**src/rtl/hvp_pkg.sv**
```systemverilog
// Package: shared state type and the time-to-cycle conversion of the entry sequencer.
// Assumes: the clock period is given in picoseconds and intervals in nanoseconds.
package hvp_pkg;

    typedef enum logic [2:0] {
        ST_IDLE,
        ST_CLOCK,
        ST_SETUP,
        ST_HOLD,
        ST_SETTLE,
        ST_READY
    } seq_state_e;

    // Round a time in ns up to whole clock cycles, never less than one cycle.
    function automatic int unsigned ns_to_cycles(input int unsigned ns,
                                                 input int unsigned period_ps);
        int unsigned n;
        n = (ns * 1000 + period_ps - 1) / period_ps;
        return (n == 0) ? 1 : n;
    endfunction

endpackage

```
**src/rtl/hvp_interval_timer.sv**
```systemverilog
// Module: down-counter shared by all timed phases.
// Loading N-1 on phase entry gives a phase of exactly N cycles.
// Assumes: the load value fits in W bits; expired_o is high while the count is 0.
module hvp_interval_timer #(
    parameter int unsigned W = 8
) (
    input  logic         clk,
    input  logic         rst_n,
    input  logic         load_i,
    input  logic [W-1:0] load_val_i,
    output logic         expired_o
);

    logic [W-1:0] cnt_q;

    // Load a new interval or count the current one down to zero.
    always_ff @(posedge clk) begin
        if (!rst_n) begin
            cnt_q <= '0;
        end else if (load_i) begin
            cnt_q <= load_val_i;
        end else if (cnt_q != '0) begin
            cnt_q <= cnt_q - 1'b1;
        end
    end

    assign expired_o = (cnt_q == '0);

endmodule

```
**src/rtl/hvp_clock_toggler.sv**
```systemverilog
// Module: serial clock burst generator.
// While enabled it gives CYCLES complete low-high-low cycles, each level lasting
// HALF_CYC system clocks, and then holds the line low with done_o set.
// Assumes: HALF_CYC >= 1, CYCLES >= 1; dropping en_i clears it on the next edge.
module hvp_clock_toggler #(
    parameter int unsigned HALF_CYC = 1,
    parameter int unsigned CYCLES   = 6
) (
    input  logic clk,
    input  logic rst_n,
    input  logic en_i,
    output logic sclk_o,
    output logic done_o
);

    localparam int unsigned HW = (HALF_CYC > 1) ? $clog2(HALF_CYC) : 1;
    localparam int unsigned CW = $clog2(CYCLES + 1);
    localparam logic [HW-1:0] HALF_LAST = HW'(HALF_CYC - 1);
    localparam logic [CW-1:0] CYC_ALL   = CW'(CYCLES);

    logic [HW-1:0] half_q;
    logic [CW-1:0] cyc_q;
    logic          sclk_q;

    // Time each level and count the falling edges that finish a cycle.
    always_ff @(posedge clk) begin
        if (!rst_n || !en_i) begin
            half_q <= '0;
            cyc_q  <= '0;
            sclk_q <= 1'b0;
        end else if (cyc_q != CYC_ALL) begin
            if (half_q == HALF_LAST) begin
                half_q <= '0;
                sclk_q <= ~sclk_q;
                if (sclk_q) begin
                    cyc_q <= cyc_q + 1'b1;
                end
            end else begin
                half_q <= half_q + 1'b1;
            end
        end
    end

    assign sclk_o = sclk_q;
    assign done_o = (cyc_q == CYC_ALL);

endmodule

```
**src/rtl/hvp_seq_ctrl.sv**
```systemverilog
// Module: phase controller of the entry sequencer.
// It picks the path, steps through the phases, loads the timer and decodes the pin
// controls from the state register. Exit takes priority over every other input.
// Assumes: the timer expires N cycles after a load of N-1; tog_done_i comes from the toggler.
module hvp_seq_ctrl
    import hvp_pkg::*;
#(
    parameter int unsigned TW      = 8,
    parameter int unsigned N_SETUP = 1,
    parameter int unsigned N_HOLD  = 1,
    parameter int unsigned N_SS    = 1
) (
    input  logic          clk,
    input  logic          rst_n,
    input  logic          start_i,
    input  logic          alt_path_i,
    input  logic          exit_i,
    input  logic          tmr_expired_i,
    input  logic          tog_done_i,
    output logic          tmr_load_o,
    output logic [TW-1:0] tmr_val_o,
    output logic          tog_en_o,
    output logic          supply_en_o,
    output logic          rst_low_o,
    output logic          hv_en_o,
    output logic          msel_lo_oe_o,
    output logic          msel2_oe_o,
    output logic          ready_o
);

    seq_state_e state_q, state_d;
    logic       alt_q, alt_d;

    // Choose the next phase and the interval the timer gets on entering it.
    always_comb begin
        state_d    = state_q;
        alt_d      = alt_q;
        tmr_load_o = 1'b0;
        tmr_val_o  = '0;
        if (exit_i) begin
            state_d = ST_IDLE;
            alt_d   = 1'b0;
        end else begin
            unique case (state_q)
                ST_IDLE: if (start_i) begin
                    alt_d = alt_path_i;
                    if (alt_path_i) begin
                        state_d    = ST_SETUP;
                        tmr_load_o = 1'b1;
                        tmr_val_o  = TW'(N_SETUP - 1);
                    end else begin
                        state_d = ST_CLOCK;
                    end
                end
                ST_CLOCK: if (tog_done_i) begin
                    state_d    = ST_SETUP;
                    tmr_load_o = 1'b1;
                    tmr_val_o  = TW'(N_SETUP - 1);
                end
                ST_SETUP: if (tmr_expired_i) begin
                    state_d    = ST_HOLD;
                    tmr_load_o = 1'b1;
                    tmr_val_o  = TW'(N_HOLD - 1);
                end
                ST_HOLD: if (tmr_expired_i) begin
                    state_d    = ST_SETTLE;
                    tmr_load_o = 1'b1;
                    tmr_val_o  = TW'(N_SS - 1);
                end
                ST_SETTLE: if (tmr_expired_i) begin
                    state_d = ST_READY;
                end
                default: state_d = state_q;
            endcase
        end
    end

    // Hold the phase and the path chosen at start.
    always_ff @(posedge clk) begin
        if (!rst_n) begin
            state_q <= ST_IDLE;
            alt_q   <= 1'b0;
        end else begin
            state_q <= state_d;
            alt_q   <= alt_d;
        end
    end

    // Decode the pin controls from the phase register only.
    always_comb begin
        supply_en_o  = (state_q == ST_CLOCK) || ((state_q == ST_SETUP) && !alt_q) ||
                       (state_q == ST_HOLD) || (state_q == ST_SETTLE) || (state_q == ST_READY);
        rst_low_o    = (state_q == ST_CLOCK) || ((state_q == ST_SETUP) && !alt_q);
        hv_en_o      = (state_q == ST_HOLD) || (state_q == ST_SETTLE) || (state_q == ST_READY);
        msel_lo_oe_o = (state_q == ST_SETUP) || hv_en_o;
        msel2_oe_o   = (state_q == ST_SETUP) || (state_q == ST_HOLD);
        ready_o      = (state_q == ST_READY);
        tog_en_o     = (state_q == ST_CLOCK) && !exit_i;
    end

endmodule

```
**src/rtl/hv_prog_entry.sv**
```systemverilog
// Module: top of the entry sequencer.
// It turns the nanosecond parameters into cycle counts, rounding up, and wires the
// phase controller to the shared timer and the clock toggler.
// Assumes: CLK_PERIOD_PS is the real period of clk; the analog switches follow the enables.
module hv_prog_entry
    import hvp_pkg::*;
#(
    parameter int unsigned CLK_PERIOD_PS = 5000,
    parameter int unsigned SCLK_HALF_CYC = 1,
    parameter int unsigned SCLK_CYCLES   = 6,
    parameter int unsigned SETUP_NS      = 100,
    parameter int unsigned HOLD_NS       = 100,
    parameter int unsigned SETTLE_NS     = 50000
) (
    input  logic       clk,
    input  logic       rst_n,
    input  logic       start_i,
    input  logic       alt_path_i,
    input  logic       exit_i,
    output logic       supply_en_o,
    output logic       rst_low_o,
    output logic       hv_en_o,
    output logic       sclk_o,
    output logic [2:0] msel_o,
    output logic       msel_lo_oe_o,
    output logic       msel2_oe_o,
    output logic       ready_o
);

    localparam int unsigned N_SETUP  = ns_to_cycles(SETUP_NS, CLK_PERIOD_PS);
    localparam int unsigned N_HOLD   = ns_to_cycles(HOLD_NS, CLK_PERIOD_PS);
    localparam int unsigned N_SETTLE = ns_to_cycles(SETTLE_NS, CLK_PERIOD_PS);
    localparam int unsigned N_SS     = (N_SETTLE > N_HOLD) ? (N_SETTLE - N_HOLD) : 1;
    localparam int unsigned N_MAX_A  = (N_SETUP > N_HOLD) ? N_SETUP : N_HOLD;
    localparam int unsigned N_MAX    = (N_MAX_A > N_SS) ? N_MAX_A : N_SS;
    localparam int unsigned TW       = $clog2(N_MAX + 1);

    logic          tmr_load, tmr_expired, tog_en, tog_done;
    logic [TW-1:0] tmr_val;

    hvp_seq_ctrl #(
        .TW      (TW),
        .N_SETUP (N_SETUP),
        .N_HOLD  (N_HOLD),
        .N_SS    (N_SS)
    ) i_ctrl (
        .clk           (clk),
        .rst_n         (rst_n),
        .start_i       (start_i),
        .alt_path_i    (alt_path_i),
        .exit_i        (exit_i),
        .tmr_expired_i (tmr_expired),
        .tog_done_i    (tog_done),
        .tmr_load_o    (tmr_load),
        .tmr_val_o     (tmr_val),
        .tog_en_o      (tog_en),
        .supply_en_o   (supply_en_o),
        .rst_low_o     (rst_low_o),
        .hv_en_o       (hv_en_o),
        .msel_lo_oe_o  (msel_lo_oe_o),
        .msel2_oe_o    (msel2_oe_o),
        .ready_o       (ready_o)
    );

    hvp_interval_timer #(.W(TW)) i_timer (
        .clk        (clk),
        .rst_n      (rst_n),
        .load_i     (tmr_load),
        .load_val_i (tmr_val),
        .expired_o  (tmr_expired)
    );

    hvp_clock_toggler #(
        .HALF_CYC (SCLK_HALF_CYC),
        .CYCLES   (SCLK_CYCLES)
    ) i_toggler (
        .clk    (clk),
        .rst_n  (rst_n),
        .en_i   (tog_en),
        .sclk_o (sclk_o),
        .done_o (tog_done)
    );

    // The mode pattern is all zeros; only the enables change.
    assign msel_o = 3'b000;

endmodule

```
**config.mk**
```make
export PLATFORM = sky130hd
export DESIGN_NAME = hv_prog_entry
export DESIGN_NICKNAME = d
export VERILOG_FILES = /design/src/rtl/hvp_pkg.sv /design/src/rtl/hvp_interval_timer.sv /design/src/rtl/hvp_clock_toggler.sv /design/src/rtl/hvp_seq_ctrl.sv /design/src/rtl/hv_prog_entry.sv
export SDC_FILE = /design/constraint.sdc
export NUM_CORES = 1
export LEC_CHECK = 0
export BUFFER_PORTS_ARGS = -buffer_cell sky130_fd_sc_hd__buf_2
export CORE_MARGIN = 5
export CORE_UTILIZATION = 56
export CTS_CLUSTER_SIZE = 28
export DETAILED_ROUTE_END_ITERATION = 6
export PLACE_DENSITY = 0.77
export SETUP_SLACK_MARGIN = 0.15
export SKIP_CTS_REPAIR_TIMING = 1
export SYNTH_ARGS = -nofsm -noshare
export SYNTH_HDL_FRONTEND = slang
export SYNTH_SLANG_ARGS = --single-unit
```
**constraint.sdc**
```tcl
create_clock -name clk -period 2.7 [get_ports clk]
set_clock_uncertainty 0.1 [all_clocks]
set_input_delay 0.405 -clock clk [delete_from_list [all_inputs] [get_ports clk]]
set_output_delay 0.405 -clock clk [all_outputs]
set_load 0.02 [all_outputs]
```
==> results of run 1 <==
## through the flow
stage               power [mW]  setup WS, ns  cells
finish                    1.58         0.410    197
global route              1.70         0.287    197
CTS                       1.57         0.234    195
detailed placement        1.36         0.255    191
global placement          1.35         0.424    191
floorplan                 1.19         0.718    159
## worst max-delay path by stage
stage / from / endpoint / slack [ns] / cells after the start
2_1_floorplan: i_ctrl.state_q[1]$_SDFFE_PP0P_ / supply_en_o / 0.72 / 3
3_5_place_dp: i_timer.cnt_q[0]$_SDFFE_PN0P_ / i_timer.cnt_q[6]$_SDFFE_PN0P_ / 0.25 / 7
4_1_cts: i_timer.cnt_q[0]$_SDFFE_PN0P_ / i_timer.cnt_q[6]$_SDFFE_PN0P_ / 0.23 / 7
6_report: i_timer.cnt_q[0]$_SDFFE_PN0P_ / i_timer.cnt_q[6]$_SDFFE_PN0P_ / 0.41 / 7
5_1_grt: i_timer.cnt_q[0]$_SDFFE_PN0P_ / i_timer.cnt_q[6]$_SDFFE_PN0P_ / 0.29 / 7
3_3_place_gp: i_timer.cnt_q[0]$_SDFFE_PN0P_ / i_timer.cnt_q[6]$_SDFFE_PN0P_ / 0.42 / 7
## report_power, final
group,leakage (nW),switching (mW),internal (mW)
logic,0.360,0.465,0.382
registers,0.180,0.124,0.417
clock network,0.0210,0.105,0.0824
total,0.561,0.694,0.881
## cell type report
class | count | area (sq um) | share of cell area, %
clock buffers | 4 | 36.3 | 2.62
repair buffers | 14 | 77.6 | 5.60
multi-input cells | 125 | 779 | 56.3
inverters | 4 | 15.0 | 1.08
well taps | 28 | 35.0 | 2.53
flip-flops and latches | 22 | 442 | 31.9
## per-layer routing
layer / GRT usage, % / vias up / routed length [microns]
li1: - / 573 / -
met1: 20.1 / 531 / 1140
met2: 29.8 / 40 / 1340
met3: 4.45 / 8 / 155
met4: 6.29 / 0 / 62
met5: 0 / - / 0
## state kept, by name, indices dropped and copies added (netlist names)
register and flops:
i_ctrl.state_q 3, i_ctrl.alt_q 1, i_timer.cnt_q 14, i_toggler.cyc_q 3
i_toggler.sclk_o 1
## logic make-up (layout without fill, tap and decap cells)
group | Yosys count | after routing | share of synthesized area (%)
and+or+nand+nor | 73 | 73 | 31.4
AOI/OAI and AO/OA | 33 | 33 | 16.7
DFF | 22 | 22 | 34.7
buffers and inverters | 12 | 22 | 4.53
xor gates and xnor gates | 10 | 10 | 6.90
adders and majority gates | 4 | 4 | 3.94
muxes | 2 | 2 | 1.58
other | 1 | 3 | 0.295
## worst reg2reg max path, stage by stage, from the launching register on
cell,delay [ns]
dfxtp_1,0.39
inv_1,0.10
ha_1,0.18
or3b_1,0.42
o41ai_2,0.33
o211ai_1,0.25
a21bo_2,0.32
a21oi_1,0.13
## cell usage after synthesis (all sizes together) (3+ instances only)
master   n
nand3    3
o21ai    6
or3      4
ha       4
nand3b   3
nand2   17
xor2     3
nor4     3
inv      4
xnor2    7
buf      4
a21oi   14
nand4    4
nor3     9
clkbuf   4
nand2b   5
a21boi   3
or3b     3
nor2    14
dfxtp   22
==> impl_metrics.json, run 1 <==
{
  "status": "finished, final reports clean",
  "layout_commonest_cell": "dfxtp_1",
  "drc_errors": 0,
  "finalSetupViolCount": 0,
  "netlist.area_leader.share_pct": 34.7,
  "fillers": 189,
  "vdd_drop_max_mv": 0.689,
  "wirelength_mm": 2.70,
  "clkTransAtPathRegs_ns": 0.13,
  "slowest_stage": "or3b_1",
  "drtIter0Drc": 41,
  "cp.required_ns": 2.85,
  "r2r_end": "i_timer.cnt_q[6]$_SDFFE_PN0P_",
  "crit_path_max_fanout": 7,
  "hold-path-endpoint": "i_ctrl.alt_q$_SDFFE_PP0P_",
  "ant_nets": 0,
  "tritoncts": "done",
  "syn_avg_cell_area_sq_um": 8.09,
  "viasPerCell": 5.85,
  "fmax_ghz": 0.437,
  "ys_seq_elements": 22,
  "fin_crit_sh_pct": 84.8,
  "grt_pass1_wl_mm": 4.65,
  "synthFlopType": "dfxtp_1",
  "hold-path-cell-count": 3,
  "dieArea_sq_um": 3320,
  "worst_pin_slew_ns": 0.574,
  "nets": 179,
  "finalHoldViolCount": 0,
  "initial_utilization_pct": 58.0,
  "cts-root-buf": "clkbuf_4",
  "gp_congestion": 0.804,
  "setup_tns_ns": 0,
  "ys_types": 42,
  "reg2reg_depth": 7,
  "synthCells": 157,
  "rsz0062_at_grt": "no",
  "clock-sinks": 22,
  "startpoint_type": "register",
  "critPathKind": "register to register",
  "dp.final_hpwl_mm": 1.98,
  "design_area_sq_um": 1390,
  "crit_arrival_ns": 2.44,
  "utilization_pct": 63.2,
  "final_cell_mix": "dfxtp_1, nand2_1, a21oi_1, nor2_1, buf_2",
  "antenna_found_initial": 0,
  "synth_area_sq_um": 1270,
  "core_area_sq_um": 2190,
  "layout-drive-gt1-share_pct": 16.6,
  "fp.dieW_microns": 57.6,
  "rr_startpoint": "i_timer.cnt_q[0]$_SDFFE_PN0P_",
  "slew_violations": 0,
  "r2r_slack_ns": 0.41,
  "wl_per_cell_microns": 13.7,
  "grt_pass1_vias": 1122,
  "worstSetupEndpointType": "register",
  "grt_max_degree": 17,
  "worst_skew_pair.late_latency_ns": 0.31,
  "crit_buf_inv": 1,
  "dpl_cell_area_sq_um": 1330,
  "synth_async_sr_flop_share_pct": 0,
  "track_usage_pct": 17.1,
  "portBuffers": 11,
  "p_per_area_nw_per_um2": 1140,
  "fin_crit_ns": 2.29,
  "slew-limit-headroom_pct": 61.4,
  "io_pins": 15,
  "cap_viol_max_count": 0,
  "max_stage_delay_ns": 0.42,
  "cts_htree_levels": 1,
  "yosysWarnings": 0,
  "num_vias": 1152,
  "die-height_microns": 57.6,
  "hold_ws_ns": 0.255,
  "grt_overflow": 0,
  "hold_class": "input pin to register",
  "yosysSeqAreaShare_pct": 34.7,
  "synth_area_leaders": "dfxtp_1, a21oi_1, nand2_1, xnor2_1, nor2_1",
  "cp_top_family": "compound AO/OA/AOI/OAI gates",
  "first_pass_iters": 4,
  "antenna_cells": 0,
  "synthToLayoutAreaGrowth_pct": 9.06,
  "leakage_nw": 0.561,
  "cts-buffers-inserted": 3,
  "netlist.top_cell.by_area": "dfxtp_1",
  "cp_cell_sequence": "inv_1, ha_1, or3b_1, o41ai_2, o211ai_1, a21bo_2, a21oi_1",
  "num_rows": 17,
  "hp-start": "alt_path_i",
  "cts.path.max_buffers": 2,
  "synth_edf_count": 0
}
Power figures use the tool's default switching activity.
==> run 2, diff against run 1 <==
==> constraint.sdc (replaced) <==
create_clock -name clk -period 2.4 [get_ports clk]
set_clock_uncertainty 0.1 [all_clocks]
set_input_delay 0.36 -clock clk [delete_from_list [all_inputs] [get_ports clk]]
set_output_delay 0.36 -clock clk [all_outputs]
set_load 0.02 [all_outputs]
==> run 2 against run 1 <==
  * Utilization is 4.9 points higher
  * Via count grew 1.3%
  * First-iteration DRC count increased by 20%
  * Register-to-register slack lost 0.17 ns
  * Die area did not move
  * Highest routed layer unchanged
==> impl_metrics.json, run 2 (synthesized netlist as in run 1, its figures left out) <==
{
  "grt_pass1_vias": 1024,
  "num_rows": 17,
  "reg_top3": "i_timer.cnt_q x14, i_ctrl.state_q x3, i_toggler.cyc_q x3",
  "max_stage_delay_ns": 0.41,
  "grt_overflow": 0,
  "m1WireLength_mm": 1.18,
  "fmax_ghz": 0.463,
  "layout_commonest_cell": "dfxtp_1",
  "antenna_found_initial": 0,
  "top_layer": "met4",
  "fin_crit_sh_pct": 89.9,
  "cp_cell_sequence": "inv_1, ha_2, or3b_4, nor4_2, buf_4, nand4_2, a21oi_1",
  "hold_class": "input pin to register",
  "tritoncts": "done",
  "dp.final_hpwl_mm": 1.97,
  "wl_per_cell_microns": 14.0,
  "largest_reg_flops": 14,
  "worst_skew_pair.late_latency_ns": 0.30,
  "ant_nets": 0,
  "r2r_slack_ns": 0.24,
  "portBuffers": 11,
  "synthToLayoutAreaGrowth_pct": 17.4,
  "finalHoldViolCount": 0,
  "p_per_area_nw_per_um2": 1370,
  "slowest_stage": "or3b_4",
  "antenna_cells": 0,
  "finalSetupViolCount": 0,
  "finalNonFillerCells": 203,
  "hold_ws_ns": 0.205,
  "r2r_end": "i_timer.cnt_q[10]$_SDFFE_PN0P_",
  "placed_cells": 194,
  "gp_congestion": 0.830,
  "io_pins": 15,
  "nets": 185,
  "rsz0062_at_grt": "no",
  "cts.path.max_buffers": 2,
  "worst_pin_slew_ns": 0.503,
  "die-height_microns": 57.6,
  "cap_viol_max_count": 0,
  "finalWorstSetupSlack_ns": 0.242,
  "cts_htree_levels": 1,
  "initial_utilization_pct": 58.0,
  "viasPerCell": 5.75,
  "hold-path-cell-count": 3,
  "fillers": 191,
  "fp.dieW_microns": 57.6,
  "wl_met3_microns": 97,
  "cts-root-buf": "clkbuf_4",
  "critPathKind": "register to register",
  "hp-start": "alt_path_i",
  "regMostFlops": "i_timer.cnt_q",
  "startpoint_type": "register",
  "clkTransAtPathRegs_ns": 0.12,
  "dieArea_sq_um": 3320,
  "worstSetupEndpointType": "register",
  "rr_startpoint": "i_timer.cnt_q[0]$_SDFFE_PN0P_",
  "slew_violations": 0,
  "vdd_drop_max_mv": 0.920,
  "hold-path-endpoint": "i_ctrl.alt_q$_SDFFE_PP0P_",
  "cts-buffers-inserted": 3,
  "finalPower_mw": 2.04,
  "setup_tns_ns": 0,
  "slew-limit-headroom_pct": 66.1,
  "leakage_nw": 0.598,
  "crit_arrival_ns": 2.31,
  "reg2reg_depth": 7,
  "status": "finished, final reports clean",
  "num_vias": 1167,
  "fin_crit_ns": 2.16,
  "met2_length_mm": 1.48,
  "drtIter0Drc": 49,
  "grt_pass1_wl_mm": 4.40,
  "core_area_sq_um": 2190,
  "track_usage_pct": 16.4,
  "first_pass_iters": 4,
  "layout-drive-gt1-share_pct": 25.7,
  "crit_path_max_fanout": 7,
  "cp.required_ns": 2.55,
  "wirelength_mm": 2.84,
  "clock-sinks": 22,
  "preCtsSetupSlack_ns": 0.175,
  "drc_errors": 0,
  "grt_max_degree": 16,
  "final_cell_mix": "dfxtp_1, nand2_1, nor2_1, buf_2, nor3_1"
}
run 2: cell count changes in the layout (fill, tap and decap cells not counted), moves of 2 or more:
cell | previous run | this run
a21oi_2 | 0 | 6
dfxtp_1 | 21 | 18
a21oi_1 | 14 | 8
buf_4 | 3 | 8
dfxtp_4 | 0 | 2
run 2: how the worst max path moves through the flow:
stage / slack (ns) / endpoint / depth (start not counted) / from
after floorplan: 0.45 / i_timer.cnt_q[3]$_SDFFE_PN0P_ / 8 / i_timer.cnt_q[0]$_SDFFE_PN0P_
after global placement: 0.34 / i_timer.cnt_q[9]$_SDFFE_PN0P_ / 7 / i_timer.cnt_q[0]$_SDFFE_PN0P_
after detailed placement: 0.17 / i_timer.cnt_q[6]$_SDFFE_PN0P_ / 7 / i_timer.cnt_q[0]$_SDFFE_PN0P_
after CTS: 0.12 / i_timer.cnt_q[6]$_SDFFE_PN0P_ / 7 / i_timer.cnt_q[0]$_SDFFE_PN0P_
after global routing: 0.13 / i_timer.cnt_q[10]$_SDFFE_PN0P_ / 7 / i_timer.cnt_q[0]$_SDFFE_PN0P_
final: 0.24 / i_timer.cnt_q[10]$_SDFFE_PN0P_ / 7 / i_timer.cnt_q[0]$_SDFFE_PN0P_
run 2: layout make-up:
type	count	area, sq um	share of cell area, %
clock inverters	1	30.0	2.01
inverters	4	15.0	1.01
multi-input cells	125	818	54.9
repair buffers	20	120	8.05
clock buffers	3	22.5	1.51
well taps	28	35.0	2.35
flip-flops and latches	22	450	30.2
run 2: where the power goes:
part | switching [mW] | internal (mW)
registers | 0.123 | 0.479
clock network | 0.113 | 0.169
logic | 0.627 | 0.528
run 2: critical path: cells and delay by family (launching register included):
family,cells,cell delay (ns)
compound gates,1,0.21
fa+ha+maj,1,0.19
buf+inv,2,0.28
flops,1,0.38
simple gates,3,0.94
run 2: layer usage:
layer	GRT usage [%]	vias to the layer above
met3	2.45	8
met1	19.2	552
li1	-	579
met4	7.28	0
met5	0	-
met2	29.2	28
run 2: per-stage QoR:
stage                     instance area [sq um]  utilization [%]
after floorplan                            1280                -
after global placement                     1360             61.9
after global routing                       1490             68.1
final                                      1490             68.1
after detailed placement                   1360             61.9
after CTS                                  1410             64.2
